$ cat src/rtl/fbu_pkg.sv
package fbu_pkg;
  localparam int NFLAG = 3;
  localparam int FLG_C = 0;
  localparam int FLG_Z = 1;
  localparam int FLG_N = 2;

  typedef enum logic {
    XFER_ABS = 1'b0,
    XFER_REL = 1'b1
  } xfer_kind_e;

  typedef logic [NFLAG-1:0] flag_vec_t;
endpackage

$ cat src/rtl/fbu_flag_reg.sv
module fbu_flag_reg
  import fbu_pkg::*;
#(
  parameter int DATA_W = 16
) (
  input  logic              clk,
  input  logic              rst,
  input  logic              upd,
  input  logic [DATA_W-1:0] result,
  input  logic              carry_in,
  output flag_vec_t         flags_o
);
  flag_vec_t next_flags;

  always_comb begin
    next_flags        = flags_o;
    if (upd) begin
      next_flags[FLG_C] = carry_in;
      next_flags[FLG_Z] = (result == '0);
      next_flags[FLG_N] = result[DATA_W-1];
    end
  end

  always_ff @(posedge clk) begin
    if (rst) flags_o <= '0;
    else     flags_o <= next_flags;
  end
endmodule

$ cat src/rtl/fbu_cond_eval.sv
module fbu_cond_eval
  import fbu_pkg::*;
(
  input  flag_vec_t flags,
  input  flag_vec_t mask,
  input  flag_vec_t want,
  output logic      pass
);
  flag_vec_t bit_ok;

  // each flag either ignored or required to equal its expected bit
  for (genvar i = 0; i < NFLAG; i++) begin : g_flag
    assign bit_ok[i] = ~mask[i] | (flags[i] == want[i]);
  end

  assign pass = &bit_ok;
endmodule

$ cat src/rtl/fbu_target_gen.sv
module fbu_target_gen
  import fbu_pkg::*;
#(
  parameter int ADDR_W     = 16,
  parameter int DISP_W     = 16,
  parameter int INSN_BYTES = 2,
  parameter int IMM_BYTES  = 2
) (
  input  xfer_kind_e        kind,
  input  logic [ADDR_W-1:0] pc,
  input  logic [ADDR_W-1:0] imm,
  output logic [ADDR_W-1:0] target,
  output logic [ADDR_W-1:0] ret_addr
);
  localparam int STEP = INSN_BYTES + IMM_BYTES;

  logic [ADDR_W-1:0] disp_ext;

  if (DISP_W < ADDR_W) begin : g_sext
    assign disp_ext = {{(ADDR_W-DISP_W){imm[DISP_W-1]}}, imm[DISP_W-1:0]};
  end else begin : g_full
    assign disp_ext = imm;
  end

  assign ret_addr = pc + ADDR_W'(STEP);
  assign target   = (kind == XFER_REL) ? (ret_addr + disp_ext) : imm;
endmodule

$ cat src/rtl/flag_branch_unit.sv
module flag_branch_unit
  import fbu_pkg::*;
#(
  parameter int ADDR_W     = 16,
  parameter int DATA_W     = 16,
  parameter int DISP_W     = 16,
  parameter int INSN_BYTES = 2,
  parameter int IMM_BYTES  = 2
) (
  input  logic              clk,
  input  logic              rst,
  input  logic              alu_valid,
  input  logic [DATA_W-1:0] alu_result,
  input  logic              alu_carry,
  input  logic              br_valid,
  input  logic              br_relative,
  input  logic              br_call,
  input  logic [2:0]        br_mask,
  input  logic [2:0]        br_want,
  input  logic [ADDR_W-1:0] br_imm,
  input  logic [ADDR_W-1:0] br_pc,
  output logic [2:0]        status_flags,
  output logic              br_taken,
  output logic [ADDR_W-1:0] br_target,
  output logic              push_strobe,
  output logic [ADDR_W-1:0] push_data
);
  flag_vec_t         flags_q;
  logic              cond_pass;
  logic [ADDR_W-1:0] next_target;
  logic [ADDR_W-1:0] next_ret;
  xfer_kind_e        kind;

  assign kind = br_relative ? XFER_REL : XFER_ABS;

  fbu_flag_reg #(.DATA_W(DATA_W)) i_flags (
    .clk     (clk),
    .rst     (rst),
    .upd     (alu_valid),
    .result  (alu_result),
    .carry_in(alu_carry),
    .flags_o (flags_q)
  );

  // decision reads the flags held before this edge's update
  fbu_cond_eval i_cond (
    .flags(flags_q),
    .mask (br_mask),
    .want (br_want),
    .pass (cond_pass)
  );

  fbu_target_gen #(
    .ADDR_W    (ADDR_W),
    .DISP_W    (DISP_W),
    .INSN_BYTES(INSN_BYTES),
    .IMM_BYTES (IMM_BYTES)
  ) i_tgt (
    .kind    (kind),
    .pc      (br_pc),
    .imm     (br_imm),
    .target  (next_target),
    .ret_addr(next_ret)
  );

  always_ff @(posedge clk) begin
    if (rst) begin
      br_taken    <= 1'b0;
      br_target   <= '0;
      push_strobe <= 1'b0;
      push_data   <= '0;
    end else begin
      br_taken    <= br_valid & cond_pass;
      push_strobe <= br_valid & cond_pass & br_call;
      if (br_valid) begin
        br_target <= next_target;
        push_data <= next_ret;
      end
    end
  end

  assign status_flags = flags_q;
endmodule

$ cat config.mk
export PLATFORM = sky130hd
export DESIGN_NAME = flag_branch_unit
export DESIGN_NICKNAME = d
export VERILOG_FILES = /design/src/rtl/fbu_pkg.sv /design/src/rtl/fbu_flag_reg.sv /design/src/rtl/fbu_cond_eval.sv /design/src/rtl/fbu_target_gen.sv /design/src/rtl/flag_branch_unit.sv
export SDC_FILE = /design/constraint.sdc
export NUM_CORES = 1
export LEC_CHECK = 0
export BUFFER_PORTS_ARGS = -buffer_cell sky130_fd_sc_hd__buf_4
export CORE_MARGIN = 2
export CORE_UTILIZATION = 50
export DETAILED_ROUTE_END_ITERATION = 6
export PLACE_DENSITY = 0.82
export SYNTH_ARGS = -nofsm -noshare
export SYNTH_HDL_FRONTEND = slang
export SYNTH_SLANG_ARGS = --single-unit
$ cat constraint.sdc
create_clock -name clk -period 5.6 [get_ports clk]
set_input_delay 0.28 -clock clk [delete_from_list [all_inputs] [get_ports clk]]
set_output_delay 0.28 -clock clk [all_outputs]
set_load 0.05 [all_outputs]
Word level (Yosys, flattened, before mapping) --
Cells that the tools add are included.
Storage, ports and cells: output and inout port bits 37, input bits 61, word-level logic and storage cells 22, register bits after elaboration 37
Cells by class: add/sub/neg operators 2, reduce and logical (&&, ||, !) cells 2, bitwise logic cells 8, equal/unequal tests 3, muxes and demuxes 2
Operators with widths (number):
- 16-bit adder | 1
- 16-bit by 3-bit adder with 16-bit output, second input constant | 1
- 16-bit zero test | 1
- 16-bit two-way mux | 1
- 1-bit == test | 3
- 1-bit inverter | 3
- 1-bit OR | 3
- 3-bit AND reduction | 1
- 1-bit bitwise AND | 2
- 1-bit two-way mux | 1

Logic depth before layout (Yosys ltp) --
depth in word-level cells 5, depth in mapped cells 12, depth with buffers taken out 12

Hierarchy --
A second synthesis with hierarchy kept.
Unflattened totals: cells, all modules 297, area total of the unflattened synthesis 2702.6 um2
By module, submodules not included:
- fbu_target_gen | area an instance 1282.5 um2, seq. area each 0.0 um2, times used 1, cells each 169
- flag_branch_unit | area an instance 1239.9 um2, seq. area each 680.7 um2, times used 1, cells each 109
- fbu_flag_reg | area an instance 143.9 um2, seq. area each 60.1 um2, times used 1, cells each 15
- fbu_cond_eval | area an instance 36.3 um2, seq. area each 0.0 um2, times used 1, cells each 4

Least setup slack after synthesis --
Ideal clock, no wire load.
path kind input-to-reg, from in br_pc[2], to reg br_target[12], path slack 3.154 ns, stages 11, arrival 2.326 ns, buffers on the path 0, required time 5.480 ns, library setup time 0.120 ns, path through ha_1 -> and4_1 -> nand2_1 -> xnor2_1 -> ha_1 -> a21oi_1 -> nand2_1 -> nor2_1 -> a211oi_2 -> o211a_1 -> o31a_1
Between the ends: longest elaborated chain between the ends 3
Ends and longest elaborated chain:
- from (decl) | line flag_branch_unit.sv:21 | input logic [ADDR_W-1:0] br_pc,
- 16-bit by 3-bit adder with 16-bit output | line fbu_target_gen.sv:25 | assign ret_addr = pc + ADDR_W'(STEP);
- net i_tgt.ret_addr[8] | line fbu_target_gen.sv:13 | output logic [ADDR_W-1:0] ret_addr
- 16-bit adder | line fbu_target_gen.sv:26 | assign target = (kind == XFER_REL) ? (ret_addr + disp_ext) : imm;
- 16-bit two-way mux | line fbu_target_gen.sv:26
- to (signal assigned) | line flag_branch_unit.sv:76 | br_target <= next_target;
- to (decl) | line flag_branch_unit.sv:24 | output logic [ADDR_W-1:0] br_target,
The timed path passes the listed nets, and every way through them passes these cells. A chain may end at the register's enable or synchronous reset.

Worst setup path in the final report --
Ends and elaborated chain as after synthesis.

==> summary.md <==
| Metric | Value |
|---|---|
| Status | finished clean |
| Warnings from Yosys | 0 |
| Util after Layout | 0.7030 |
| Post-Syn Nets | 382 |
| Global-route wire length before repair | 10920 um |
| Clk buf depth | 2 |
| Gr usage total | 0.2520 |
| TritonCTS clock tree | done |
| Setup Skew | approximately 0.00087 ns |
| Final Max Slew Viols | 0 |
| WP buf/inv | 1 |
| TritonCTS buffer count | 5 |
| Total wire length | between 6000 and 7000 um |
| Crit path max-delay family | compound AO/OA/AOI/OAI gates |
| Area of the multi-input gates | 0.001695 mm^2 |
| Synth top area share | 0.2948 |
| Routed len/inst | 14.71 um |
| Drt first pass iters | 4 |
| Nets | 475 |
| Max-Cap Viols | 0 |
| Worst setup SP type | input pin |
| Main synth FF type | dfxtp_1 |
| Register Area | 740.7 um^2 |
| Kind of critical path | input pin to flip-flop |
| Final hold vios | 0 |
| Hold WS | 0.1928 ns |
| Max FO, Critical Path | 7 |
| Placer Congestion | 0.9019 |
| Placed Area | 0.003282 mm^2 |
| Buffers on Ports | 97 |
| Fmax | 390.9 MHz |
| Synth Register Bits | 37 |
| RSZ-0062 raised after global routing | no |
| DRC viols | 0 |
| Lkg Pwr | approximately 1.6 nW |
| Clk_lat worst skew | 0.29 ns |
| Ant. Diodes | 0 |
| Synth cell types | 50 |
| Standard-cell rows | 25 |
| CTS root buf | clkbuf_8 |
| I/O Pins | just under 100 |
| Vias in the first global route | ~2400 |
| Final period utilization | 0.4568 |
| Area growth from synthesis to layout | 33.91% |
| Worst path max stage delay | 0.35 ns |
| Setup WS post-layout | 3.042 ns |
| CTS sink cnt | 37 |
| Synthesized area per cell | 8.319 um^2 |
| Fin area | 0.003364 mm^2 |
| Critical Path, Cell by Cell | buf_4 > ha_1 > and4_1 > nand2_1 > xnor2_1 > ha_1 > a21oi_1 > nand2_1 > nor2_1 > a211oi_2 > o211a_1 > o31a_1 |
| Fraction of layout cells with a size suffix above 1 | 0.2879 |
| Die X | 74.89 um |
| Tmin final | 2.558 ns |
| Dpl hpwl | approximately 5400 um |
| Slew HR | 0.6296 |
| Layout fillers | 425 |
| Die area | 0.005608 mm^2 |
| Data required time of the worst path | about 5.8 ns |
| Core ar. | around 0.0048 mm^2 |
| CP max stage cell | ha_1 |
| Most area-consuming cells after synthesis | dfxtp_1, ha_1, mux2i_1, nor2_1, xnor2_1 |
| Setup crit end kind | flip-flop |
| Post-synth EDFFs | 0 |
| Setup Viol. Count Final | 0 |
| Post-Synthesis Cell Area | 0.002512 mm^2 |
| Post-CTS Setup Bufs | 0 |
| Initial antenna violation count | 0 |
| Worst vdd ir | 0.1401 mV |
| Post-route setup TNS | 0 ns |
| Via count | 2543 |
| Post-Synthesis Cells | 302 |
| Routed Antenna Nets | 0 |
| Clock H-tree levels | 2 |
| Seq/Total Area, Yosys | 0.2948 |
| Die H | roughly 75 um |
| Post-CTS Hold Buffers | 0 |
| Starting Density | 0.5250 |
| Hold WC Path Type | input pin to flip-flop |
| Yosys top cell by area | dfxtp_1 |
| Vias per inst | approximately 5.5 |
| Grt ovf | 0 |
| Clock transition at path regs | roughly 0.07 ns |
| DRT iter0 DRCs | approximately 250 |
| Arr. time, crit path | 2.75 ns |
| Synth async-reset ratio | 0 |
| Dpl ws | 2.755 ns |
| Pwr dens | 233.1 mW/mm^2 |
| Tightest Pin Transition | 0.5556 ns |
| Post_cts resized | 0 |
| Largest net degree at the start of global routing | 52 |
## cells by family (layout without fill, tap and decap cells)
family | after synthesis | count (layout) | synth area share
AO/OA/AOI/OAI | 73 | 73 | 0.1917
XOR/XNOR | 24 | 24 | 0.08666
adder cells (fa/ha/maj) | 19 | 19 | 0.09761
buffers and inverters | 20 | 114 | 0.03038
flip-flops | 37 | 37 | 0.2948
multiplexers | 22 | 22 | 0.08815
AND/OR/NAND/NOR | 107 | 107 | 0.2107
## per-stage QoR
stage                     instances  power (mW)
after floorplan                 302      0.5031
after global routing            463      0.8276
after detailed placement        455      0.6022
after CTS                       463      0.7852
after global placement          455      0.5960
final                           463      0.7844
## layout make-up
class	instances	area share
inverters	9	0.01004
repair buffers	97	0.2164
well taps	67	0.02492
flip-flops and latches	37	0.2202
clock inverters	2	0.002975
clock buffers	6	0.02157
multi-input cells	245	0.5039
## synth_stat cells (3+ instances only)
cell	count
o22ai_1	5
inv_1	8
nor2b_1	8
xnor2_1	15
nand2b_1	4
nor4_1	5
a211oi_1	8
ha_1	18
o21a_1	3
nor3_1	4
dfxtp_1	37
mux2i_1	21
clkbuf_1	8
a21o_1	4
nand3_1	12
o21ai_0	11
nor2_1	38
nand2_1	20
xor2_1	8
a21oi_1	19
a31oi_1	6
## final timing paths
check                                  start                          to  slack [ns]  cells after the start
max reg2reg  i_flags.flags_o[0]$_SDFFE_PP0P_      push_strobe$_SDFF_PP0_        4.54                      4
min                                  br_call      push_strobe$_SDFF_PP0_        0.19                      2
min reg2reg        push_data[7]$_SDFFE_PP0P_   push_data[7]$_SDFFE_PP0P_        0.48                      2
max                                 br_pc[2]  br_target[12]$_SDFFE_PP0P_        3.04                     12
## per-layer routing
layer	wire length, um	global-route usage	vias to the layer above	part of all wire
met5	0	0	-	0
met3	298	0.04418	15	0.044
met2	3376	0.4259	65	0.50
li1	-	-	1270	-
met1	2991	0.3213	1193	0.44
met4	143	0.09325	0	0.021
## state kept, by name, summed over array words and instances (netlist names)
register	count
br_target	16
i_flags.flags_o	3
br_taken	1
push_data	16
push_strobe	1
## cells in the final DEF, fill, tap and decap left out, types with 6 or more instances in the layout
cell      count
dfxtp_1      37
nand3_1      12
ha_1         18
mux2i_1      21
nor2b_1       8
xnor2_1      15
a31oi_1       6
a21oi_1      19
buf_4        97
nand2_1      20
inv_1         8
o21ai_0      11
xor2_1        8
nor2_1       38
a211oi_1      8
## report_power, final
| part | switching [mW] | internal (mW) | total (mW) | leakage (nW) |
|---|---|---|---|---|
| registers | 0.0106 | 0.283 | 0.293 | 0.306 |
| logic | 0.183 | 0.123 | 0.306 | 1.22 |
| clock network | 0.0990 | 0.0863 | 0.185 | 0.0450 |
| total | 0.292 | 0.492 | 0.784 | 1.57 |
No activity file was read; power rests on OpenSTA's default activity.
